$ cat config.mk
export PLATFORM = sky130hd
export DESIGN_NAME = irq_coalesce_ctrl
export DESIGN_NICKNAME = d
export VERILOG_FILES = /design/src/rtl/icc_pkg.sv /design/src/rtl/icc_unit_tick.sv /design/src/rtl/icc_cause_reg.sv /design/src/rtl/icc_periodic.sv /design/src/rtl/icc_window.sv /design/src/rtl/irq_coalesce_ctrl.sv
export SDC_FILE = /design/constraint.sdc
export NUM_CORES = 1
export LEC_CHECK = 0
export ABC_AREA = 1
export BUFFER_PORTS_ARGS = -buffer_cell sky130_fd_sc_hd__buf_4
export CORE_ASPECT_RATIO = 1.25
export CORE_MARGIN = 1.5
export CORE_UTILIZATION = 50
export CTS_CLUSTER_DIAMETER = 100
export DETAILED_ROUTE_END_ITERATION = 12
export PLACE_DENSITY = 0.73
export SLEW_MARGIN = 25
export SYNTH_ARGS = -nofsm -noshare
export SYNTH_HDL_FRONTEND = slang
export SYNTH_SLANG_ARGS = --single-unit
$ cat constraint.sdc
create_clock -name clk -period 2.8 [get_ports clk]
set_clock_uncertainty 0.1 [all_clocks]
set_input_delay 0.28 -clock clk [delete_from_list [all_inputs] [get_ports clk]]
set_output_delay 0.28 -clock clk [all_outputs]
set_load 0.05 [all_outputs]
$ cat src/rtl/icc_pkg.sv
package icc_pkg;

  localparam int CAUSE_W        = 32;
  localparam int TIMER_W        = 8;
  localparam int POS_RX_HIPRI   = 31;  // receive DMA cause, fed by the bypass input
  localparam int POS_RX_PERIOD  = 28;  // receive-periodic cause

  localparam int IDX_STATUS = 0;
  localparam int IDX_MASK   = 1;
  localparam int IDX_COAL   = 2;
  localparam int IDX_PERIOD = 3;

  typedef enum logic [1:0] {
    WIN_IDLE    = 2'd0,
    WIN_RUN     = 2'd1,
    WIN_EXPIRED = 2'd2
  } win_state_e;

  // write-one-to-clear with set taking precedence
  function automatic logic [CAUSE_W-1:0] w1c_next(
    input logic [CAUSE_W-1:0] cur,
    input logic [CAUSE_W-1:0] clr,
    input logic [CAUSE_W-1:0] set
  );
    return (cur & ~clr) | set;
  endfunction

  function automatic logic any_enabled(
    input logic [CAUSE_W-1:0] stat,
    input logic [CAUSE_W-1:0] msk
  );
    return |(stat & msk);
  endfunction

endpackage

$ cat src/rtl/icc_unit_tick.sv
module icc_unit_tick #(
  parameter int CLKS_PER_US = 125,
  parameter int US_PER_UNIT = 32
) (
  input  logic clk,
  input  logic rst_n,
  output logic unit_tick
);
  localparam int UNIT_CYC = CLKS_PER_US * US_PER_UNIT;
  localparam int CNT_W    = $clog2(UNIT_CYC + 1);

  logic [CNT_W-1:0] cnt_q;

  assign unit_tick = (cnt_q == CNT_W'(UNIT_CYC - 1));

  always_ff @(posedge clk or negedge rst_n) begin
    if (!rst_n)         cnt_q <= '0;
    else if (unit_tick) cnt_q <= '0;
    else                cnt_q <= cnt_q + 1'b1;
  end
endmodule

$ cat src/rtl/icc_cause_reg.sv
module icc_cause_reg
  import icc_pkg::*;
(
  input  logic               clk,
  input  logic               rst_n,
  input  logic [CAUSE_W-1:0] set_vec,
  input  logic [CAUSE_W-1:0] clr_vec,
  output logic [CAUSE_W-1:0] status_q
);
  always_ff @(posedge clk or negedge rst_n) begin
    if (!rst_n) status_q <= '0;
    else        status_q <= w1c_next(status_q, clr_vec, set_vec);
  end
endmodule

$ cat src/rtl/icc_periodic.sv
module icc_periodic
  import icc_pkg::*;
(
  input  logic               clk,
  input  logic               rst_n,
  input  logic               unit_tick,
  input  logic [TIMER_W-1:0] period_q,
  input  logic               restart,
  output logic               fire
);
  logic [TIMER_W-1:0] pcnt_q;
  logic               active;

  assign active = (period_q != '0);
  assign fire   = unit_tick & active & (pcnt_q >= period_q - 1'b1);

  always_ff @(posedge clk or negedge rst_n) begin
    if (!rst_n)                  pcnt_q <= '0;
    else if (restart || !active) pcnt_q <= '0;
    else if (unit_tick)          pcnt_q <= fire ? '0 : pcnt_q + 1'b1;
  end
endmodule

$ cat src/rtl/icc_window.sv
module icc_window
  import icc_pkg::*;
(
  input  logic               clk,
  input  logic               rst_n,
  input  logic               unit_tick,
  input  logic               pending,
  input  logic               bypass,
  input  logic [TIMER_W-1:0] coal_q,
  output win_state_e         state_q,
  output logic               irq_q
);
  win_state_e         state_d;
  logic [TIMER_W-1:0] rem_q, rem_d;

  always_comb begin
    state_d = state_q;
    rem_d   = rem_q;
    unique case (state_q)
      WIN_IDLE: if (pending) begin
        if (coal_q == '0) state_d = WIN_EXPIRED;
        else begin
          state_d = WIN_RUN;
          rem_d   = coal_q;
        end
      end
      WIN_RUN: begin
        if (!pending) state_d = WIN_IDLE;
        else if (unit_tick) begin
          if (rem_q == TIMER_W'(1)) state_d = WIN_EXPIRED;
          else                      rem_d   = rem_q - 1'b1;
        end
      end
      WIN_EXPIRED: if (!pending) state_d = WIN_IDLE;
      default: state_d = WIN_IDLE;
    endcase
    if (bypass) state_d = WIN_EXPIRED;
  end

  always_ff @(posedge clk or negedge rst_n) begin
    if (!rst_n) begin
      state_q <= WIN_IDLE;
      rem_q   <= '0;
      irq_q   <= 1'b0;
    end else begin
      state_q <= state_d;
      rem_q   <= rem_d;
      irq_q   <= (state_q == WIN_EXPIRED) && pending;
    end
  end
endmodule

$ cat src/rtl/irq_coalesce_ctrl.sv
module irq_coalesce_ctrl
  import icc_pkg::*;
#(
  parameter int CLKS_PER_US = 125,
  parameter int US_PER_UNIT = 32,
  parameter int ADDR_W      = 4,
  parameter logic [TIMER_W-1:0] COAL_RESET = 8'h40
) (
  input  logic               clk,
  input  logic               rst_n,
  input  logic [CAUSE_W-1:0] hw_cause_i,
  input  logic               hipri_rx_i,
  input  logic               reg_wr_i,
  input  logic [ADDR_W-1:0]  reg_addr_i,
  input  logic [CAUSE_W-1:0] reg_wdata_i,
  output logic [CAUSE_W-1:0] reg_rdata_o,
  output logic               irq_o
);
  // named internal events, also observed by the checker
  logic               stat_wr, mask_wr, coal_wr, per_wr;
  logic               unit_tick, per_fire, pending, bypass;
  logic [CAUSE_W-1:0] set_vec, clr_vec, status_q, mask_q;
  logic [TIMER_W-1:0] coal_q, per_q;
  win_state_e         win_state;

  assign stat_wr = reg_wr_i && (reg_addr_i == ADDR_W'(IDX_STATUS));
  assign mask_wr = reg_wr_i && (reg_addr_i == ADDR_W'(IDX_MASK));
  assign coal_wr = reg_wr_i && (reg_addr_i == ADDR_W'(IDX_COAL));
  assign per_wr  = reg_wr_i && (reg_addr_i == ADDR_W'(IDX_PERIOD));

  always_comb begin
    set_vec = hw_cause_i;
    set_vec[POS_RX_HIPRI]  = set_vec[POS_RX_HIPRI]  | hipri_rx_i;
    set_vec[POS_RX_PERIOD] = set_vec[POS_RX_PERIOD] | per_fire;
  end
  assign clr_vec = stat_wr ? reg_wdata_i : '0;
  assign pending = any_enabled(status_q, mask_q);
  assign bypass  = hipri_rx_i & mask_q[POS_RX_HIPRI];

  always_ff @(posedge clk or negedge rst_n) begin
    if (!rst_n) begin
      mask_q <= '0;
      coal_q <= COAL_RESET;
      per_q  <= '0;
    end else begin
      if (mask_wr) mask_q <= reg_wdata_i;
      if (coal_wr) coal_q <= reg_wdata_i[TIMER_W-1:0];
      if (per_wr)  per_q  <= reg_wdata_i[TIMER_W-1:0];
    end
  end

  always_comb begin
    unique case (reg_addr_i)
      ADDR_W'(IDX_STATUS): reg_rdata_o = status_q;
      ADDR_W'(IDX_MASK):   reg_rdata_o = mask_q;
      ADDR_W'(IDX_COAL):   reg_rdata_o = {{(CAUSE_W-TIMER_W){1'b0}}, coal_q};
      ADDR_W'(IDX_PERIOD): reg_rdata_o = {{(CAUSE_W-TIMER_W){1'b0}}, per_q};
      default:             reg_rdata_o = '0;
    endcase
  end

  icc_unit_tick #(
    .CLKS_PER_US(CLKS_PER_US),
    .US_PER_UNIT(US_PER_UNIT)
  ) u_tick (
    .clk      (clk),
    .rst_n    (rst_n),
    .unit_tick(unit_tick)
  );

  icc_cause_reg u_cause (
    .clk     (clk),
    .rst_n   (rst_n),
    .set_vec (set_vec),
    .clr_vec (clr_vec),
    .status_q(status_q)
  );

  icc_periodic u_per (
    .clk      (clk),
    .rst_n    (rst_n),
    .unit_tick(unit_tick),
    .period_q (per_q),
    .restart  (per_wr),
    .fire     (per_fire)
  );

  icc_window u_win (
    .clk      (clk),
    .rst_n    (rst_n),
    .unit_tick(unit_tick),
    .pending  (pending),
    .bypass   (bypass),
    .coal_q   (coal_q),
    .state_q  (win_state),
    .irq_q    (irq_o)
  );
endmodule

======== Word level (Yosys, flattened, before mapping) ========
Cells that the tools add are included.
W data, S select, Z words.
cells by class
  add/sub/neg operators ................... 4
  $mul .................................... 0
  div/mod/pow operators ................... 0
  magnitude comparators ................... 1
  eq/ne operators ......................... 16
  shifts and indexed selects .............. 0
  multiplexer cells ....................... 20
  bitwise gates (word level) .............. 9
  reductions and logical operators ........ 16
operators with widths
  cell                     count
  $pmux W32 S4             1
  $and A32 B32 Y32         2
  $mux W8                  8
  $mux W32                 1
  $not A32 Y32             1
  $or A32 B32 Y32          1
  $reduce_or A32 Y1        1
  $pmux W8 S2              1
  $sub A8 B1 Y8 const B    2
  $mux W2                  7
  $add A12 B1 Y12 const B  1
  $eq A12 B12 Y1 const B   1
  $mux W12                 1
  $add A8 B1 Y8 const B    1
  $eq A4 B2 Y1 const B     2
  $eq A8 B1 Y1 const B     1
  $ge A8 B8 Y1             1
  $logic_not A8 Y1         1
  $ne A4 B4 Y1 const B     2
  $reduce_bool A8 Y1       1
  $ne A2 B2 Y1 const B     3
  $pmux W2 S3              1
  $reduce_and A6 Y1        1
  $logic_and A1 B1 Y1      5
  other kinds (14)         19
word-level totals
  bits in registers ....................... 111
  bits in latches ......................... 0
  memory bits (writable) .................. 0
  ROM bits ................................ 0
  output and inout bits ................... 33
  memories ................................ 0

======== Depth between registers and ports, before layout ========
  word-level depth ........................ 6
  mapped depth ............................ 14

======== Modules after synthesis ========
From an unflattened synthesis, not the netlist that was laid out.
second synthesis, totals
  cells, all modules ...................... 946
  area total of the unflattened synthesis .. 6756.5 um2
modules (own cells, without submodules)
  module             times used  cells an instance  area each (um2)  sequential area each (um2)
  irq_coalesce_ctrl  1           441                2979.1           1202.4
  icc_cause_reg      1           160                1281.2           800.8
  icc_periodic       1           127                888.4            200.2
  icc_window         1           131                879.6            275.3
  icc_unit_tick      1           87                 728.2            300.3

======== Least setup slack after synthesis ========
No wires, ideal clock.
  path type ............................... register to register
  start point ............................. reg per_q[2]
  end point ............................... reg u_per.pcnt_q[2]
  library setup time ...................... 0.066 ns
  arrival time ............................ 1.868 ns
  required time ........................... 2.634 ns
  setup slack ............................. 0.766 ns
  stages on the path, launching flop included .. 12
  path buffers ............................ 0
  period minus slack after synthesis ...... 2.034 ns
  path through ............................ dfrtp_1 -> nor2_1 -> nand4_1 -> nor3_1 -> xor2_1 -> ha_1 -> a21oi_1 -> o21a_1 -> nand2_1 -> nand2_1 -> nand4_1 -> nand2_1
between the ends
  longest elaborated chain between the ends .. 6
  elaborated cells on any way between the ends .. 11
  those cells by class .................... add/sub: 1; order compare: 1; mux: 3; bitwise: 2; reduce/logical: 4
RTL lines
  what                                                 line                                    source
  start, declared                                      irq_coalesce_ctrl.sv:23                 logic [TIMER_W-1:0] coal_q, per_q;
  start signal, assigned                               irq_coalesce_ctrl.sv:48                 if (per_wr) per_q <= reg_wdata_i[TIMER_W-1:0];
  $sub A8 B1 Y8 or $reduce_bool A8 Y1 (tied branches)  icc_periodic.sv:15, icc_periodic.sv:14
  $ge A8 B8 Y1 or $and A1 B1 Y1 (tied branches)        icc_periodic.sv:15                      assign fire = unit_tick & active & (pcnt_q >= period_q - 1'b1);
  $and A1 B1 Y1                                        icc_periodic.sv:15
  $mux W8 (2 in series)                                icc_periodic.sv:20                      else if (unit_tick) pcnt_q <= fire ? '0 : pcnt_q + 1'b1;
  $mux W8                                              icc_periodic.sv:19                      else if (restart || !active) pcnt_q <= '0;
  end signal, assigned                                 icc_periodic.sv:20
  end, declared                                        icc_periodic.sv:11                      logic [TIMER_W-1:0] pcnt_q;
Several ways; a longest one is shown, not always the timed one. The select of a mux whose other input is x is not followed.
A chain may end at the register's enable or synchronous reset.

======== Worst setup path in the final report ========
Ends and elaborated chain as after synthesis.

==> metrics.md <==
| Metric | Value |
|---|---|
| Status | `finished, final reports clean` |
| Synth Net Count | `843` |
| Yosys warnings | `0` |
| Number of synthesized register bits | `111` |
| Die H | `125 µm` |
| Drt initial violations | `around 310` |
| Final setup margin | `0.425 ns` |
| Grt ovf | `0` |
| Port Buffers | `104` |
| Nets@finish | `949` |
| Initial antenna violation count | `1` |
| Most common library cells after synthesis | `nand2_1, inv_1, dfrtp_1` |
| Tcrit/Tclk final | `84.8%` |
| Total track usage | `24.7%` |
| Distinct cells, synth | `39` |
| Unrepaired setup endpoints after global routing | `false` |
| Slack of the worst reg-to-reg path | `0.43 ns` |
| Core Area | `between 10000 and 15000 µm²` |
| CTS H-tree lvls | `3` |
| Routability Congestion | `0.916` |
| First-pass GRT wire length | `24900 µm` |
| Area delta synth->final | `21.7%` |
| # diodes | `0` |
| CP Class | `reg2reg` |
| CP Max Fanout | `9` |
| Peak Freq | `421 MHz` |
| Cells taking the most area after synthesis | `dfrtp_1, nand2_1, o21ai_0, inv_1, a22o_1` |
| Post-synth top area cell | `dfrtp_1` |
| Post-Route WL | `14500 µm` |
| Slew margin rel. | `46.2%` |
| Clock Path Buffers | `2` |
| Critical Path Sink Type | `flip-flop` |
| Critical path required time | `2.99 ns` |
| Minimum clock period | `2.37 ns` |
| Static leakage | `3.76 nW` |
| Worst skew pair latency | `approximately 0.35 ns` |
| Reg2reg end | `u_per.pcnt_q[2]` |
| HP Class | `in2reg` |
| Vias in the first global route | `about 5.3k` |
| Count leader, synth | `nand2_1` |
| Initial Utilization | `51.2%` |
| Mapped cell area | `approximately 5900 µm²` |
| Root Buffer | `clkbuf_16` |
| Synth Instances | `757` |
| Worst slew pin tran | `0.807 ns` |
| Number of vias per cell | `approximately 5.3` |
| Place WS | `0.429 ns` |
| Clock sink total | `111` |
| Max_cap viols | `0` |
| First-pass DRT Iterations | `5` |
| Mapped Avg Cell Area | `approximately 7.8 µm²` |
| Hold depth | `3` |
| Total CTS buffers | `9` |
| Ys flop type | `dfrtp_1` |
| Placement row count | `44` |
| Share of layout cells above drive strength 1 | `17.4%` |
| Hold Fails Final Rpt | `0` |
| Fraction of registers with async set/reset | `100%` |
| Design area | `7210 µm²` |
| Largest net degree at the start of global routing | `62` |
| Critical path launch point | `per_q[2]` |
| Residual DRC | `0` |
| Worst-path clk slew | `0.08 ns` |
| HPWL after DPL | `10900 µm` |
| Arr. time, crit path | `about 2.6 ns` |
| End of the critical path | `u_per.pcnt_q[2]` |
| Ports | `105` |
| Pwr Density | `679 nW/µm²` |
| WL per Instance | `14.4 µm` |
| R2r worst-path depth | `11` |
| Detail Route Antenna Nets | `0` |
| Final max-slew violation count | `0` |
| Die width | `100 µm` |
| Critical R2R Launch | `per_q[2]` |
| Worst vdd ir | `about 350 µV` |
| Post-route setup TNS | `0 ns` |
| Post-synth EDFFs | `0` |
| Crit path launch type | `flip-flop` |
| Synth top area share | `46.5%` |
| # Post-CTS Setup Buffers | `0` |
| Endpoints failing setup | `0` |
| Area post-placement | `6870 µm²` |
| Die area | `12500 µm²` |
| Sequential-to-total area share from yosys stat | `46.9%` |
| DR vias | `about 5.4k` |
| CTS tree | `done` |
==> cells in the final DEF (no fill, tap or decap), types with 2 or more instances in the layout <==
| cell | synthesis | final |
|---|---|---|
| dfrtp_1 | 110 | 110 |
| nor2_1 | 38 | 38 |
| nand3_1 | 21 | 21 |
| inv_1 | 118 | 118 |
| clkbuf_16 | 0 | 9 |
| xnor2_1 | 3 | 3 |
| a22o_1 | 24 | 24 |
| nor2_2 | 4 | 4 |
| o2111ai_1 | 7 | 7 |
| bufinv_16 | 0 | 2 |
| clkinvlp_4 | 0 | 2 |
| o21ai_0 | 102 | 102 |
| nand2_2 | 4 | 5 |
| o21ai_2 | 2 | 2 |
| nor3_4 | 2 | 2 |
| a21oi_1 | 7 | 7 |
| nand2_1 | 228 | 227 |
| xor2_1 | 10 | 10 |
| inv_2 | 2 | 2 |
| nand2_4 | 2 | 2 |
| ha_1 | 14 | 14 |
| nand4_1 | 17 | 17 |
| nor3_1 | 8 | 8 |
| buf_4 | 0 | 112 |
==> critical path, stage by stage (launching register included) <==
cell and delay (ns):
dfrtp_1 0.45, nor2_1 0.16, nand4_1 0.15, nor3_1 0.22, xor2_1 0.17, ha_1 0.27
a21oi_1 0.15, o21a_1 0.13, nand2_1 0.05, nand2_1 0.24, nand4_1 0.13, nand2_1 0.09
==> worst min path at each step <==
stage,startpoint,end,slack (ns)
5_1_grt,hw_cause_i[25],u_cause.status_q[25],0.01
4_1_cts,hw_cause_i[22],u_cause.status_q[22],0.006
3_5_place_dp,rst_n,u_per.pcnt_q[5],0.33
3_3_place_gp,rst_n,u_per.pcnt_q[5],0.32
6_report,hw_cause_i[24],u_cause.status_q[24],0.009
2_1_floorplan,rst_n,coal_q[0],-0.12
==> routing by layer <==
metal / up-vias / track usage, % / wire length [µm]
met3: 23 / 5.39 / 1000
met4: 2 / 7.71 / 333
met5: - / 0 / 17
met2: 174 / 40.5 / 7040
li1: 2630 / - / -
met1: 2522 / 32.7 / 6110
==> through the flow <==
stage | std cells | total power (W) | utilization [%] | hold slack (ns)
6_report | 1006 | 0.00489 | 62.3 | 0.00866
5_1_grt | 1006 | 0.00522 | 62.3 | 0.00965
4_1_cts | 1006 | 0.00491 | 62.3 | 0.00578
3_5_place_dp | 989 | 0.00350 | 59.4 | 0.326
3_3_place_gp | 989 | 0.00344 | 59.4 | 0.321
2_1_floorplan | 757 | 0.00311 | - | -0.116
==> area by class of cell <==
| type | count | area [µm²] |
|---|---|---|
| clock buffers | 9 | 225 |
| clock inverters | 7 | 104 |
| fillers | 1038 | 4350 |
| inverters | 121 | 454 |
| multi-input cells | 506 | 2600 |
| flip-flops and latches | 111 | 2780 |
| well taps | 138 | 173 |
| repair buffers | 114 | 871 |
==> logic make-up (layout without fill, tap and decap cells) <==
logic type | after synthesis | in the layout | synth area share (%)
xor gates and xnor gates | 13 | 13 | 1.92
and+or+nand+nor | 330 | 330 | 24.1
buffers and inverters | 140 | 251 | 9.15
adders and majority gates | 14 | 14 | 2.96
AOI/OAI and AO/OA | 149 | 149 | 14.9
DFF | 111 | 111 | 46.9
==> power by group <==
group | total, W | internal, W | switching, W
Clock | 0.00141 | 0.000796 | 0.000618
Combinational | 0.00141 | 0.000533 | 0.000874
Sequential | 0.00207 | 0.00184 | 0.000227
Total | 0.00489 | 0.00317 | 0.00172
==> sequential cells by signal, summed over array words and instances (netlist names) <==
signal,flops
coal_q,8
mask_q,32
per_q,8
u_cause.status_q,32
u_per.pcnt_q,8
u_tick.cnt_q,12
u_win.irq_q,1
u_win.rem_q,8
u_win.state_q,2
==> timing repair <==
| item | 4_1_cts | 5_1_grt |
|---|---|---|
| hold buffers | 1 | 0 |
| hold endpoints to repair | 58 | 0 |
| resized for setup | 0 | 0 |
No activity file was read; power rests on OpenSTA's default activity.
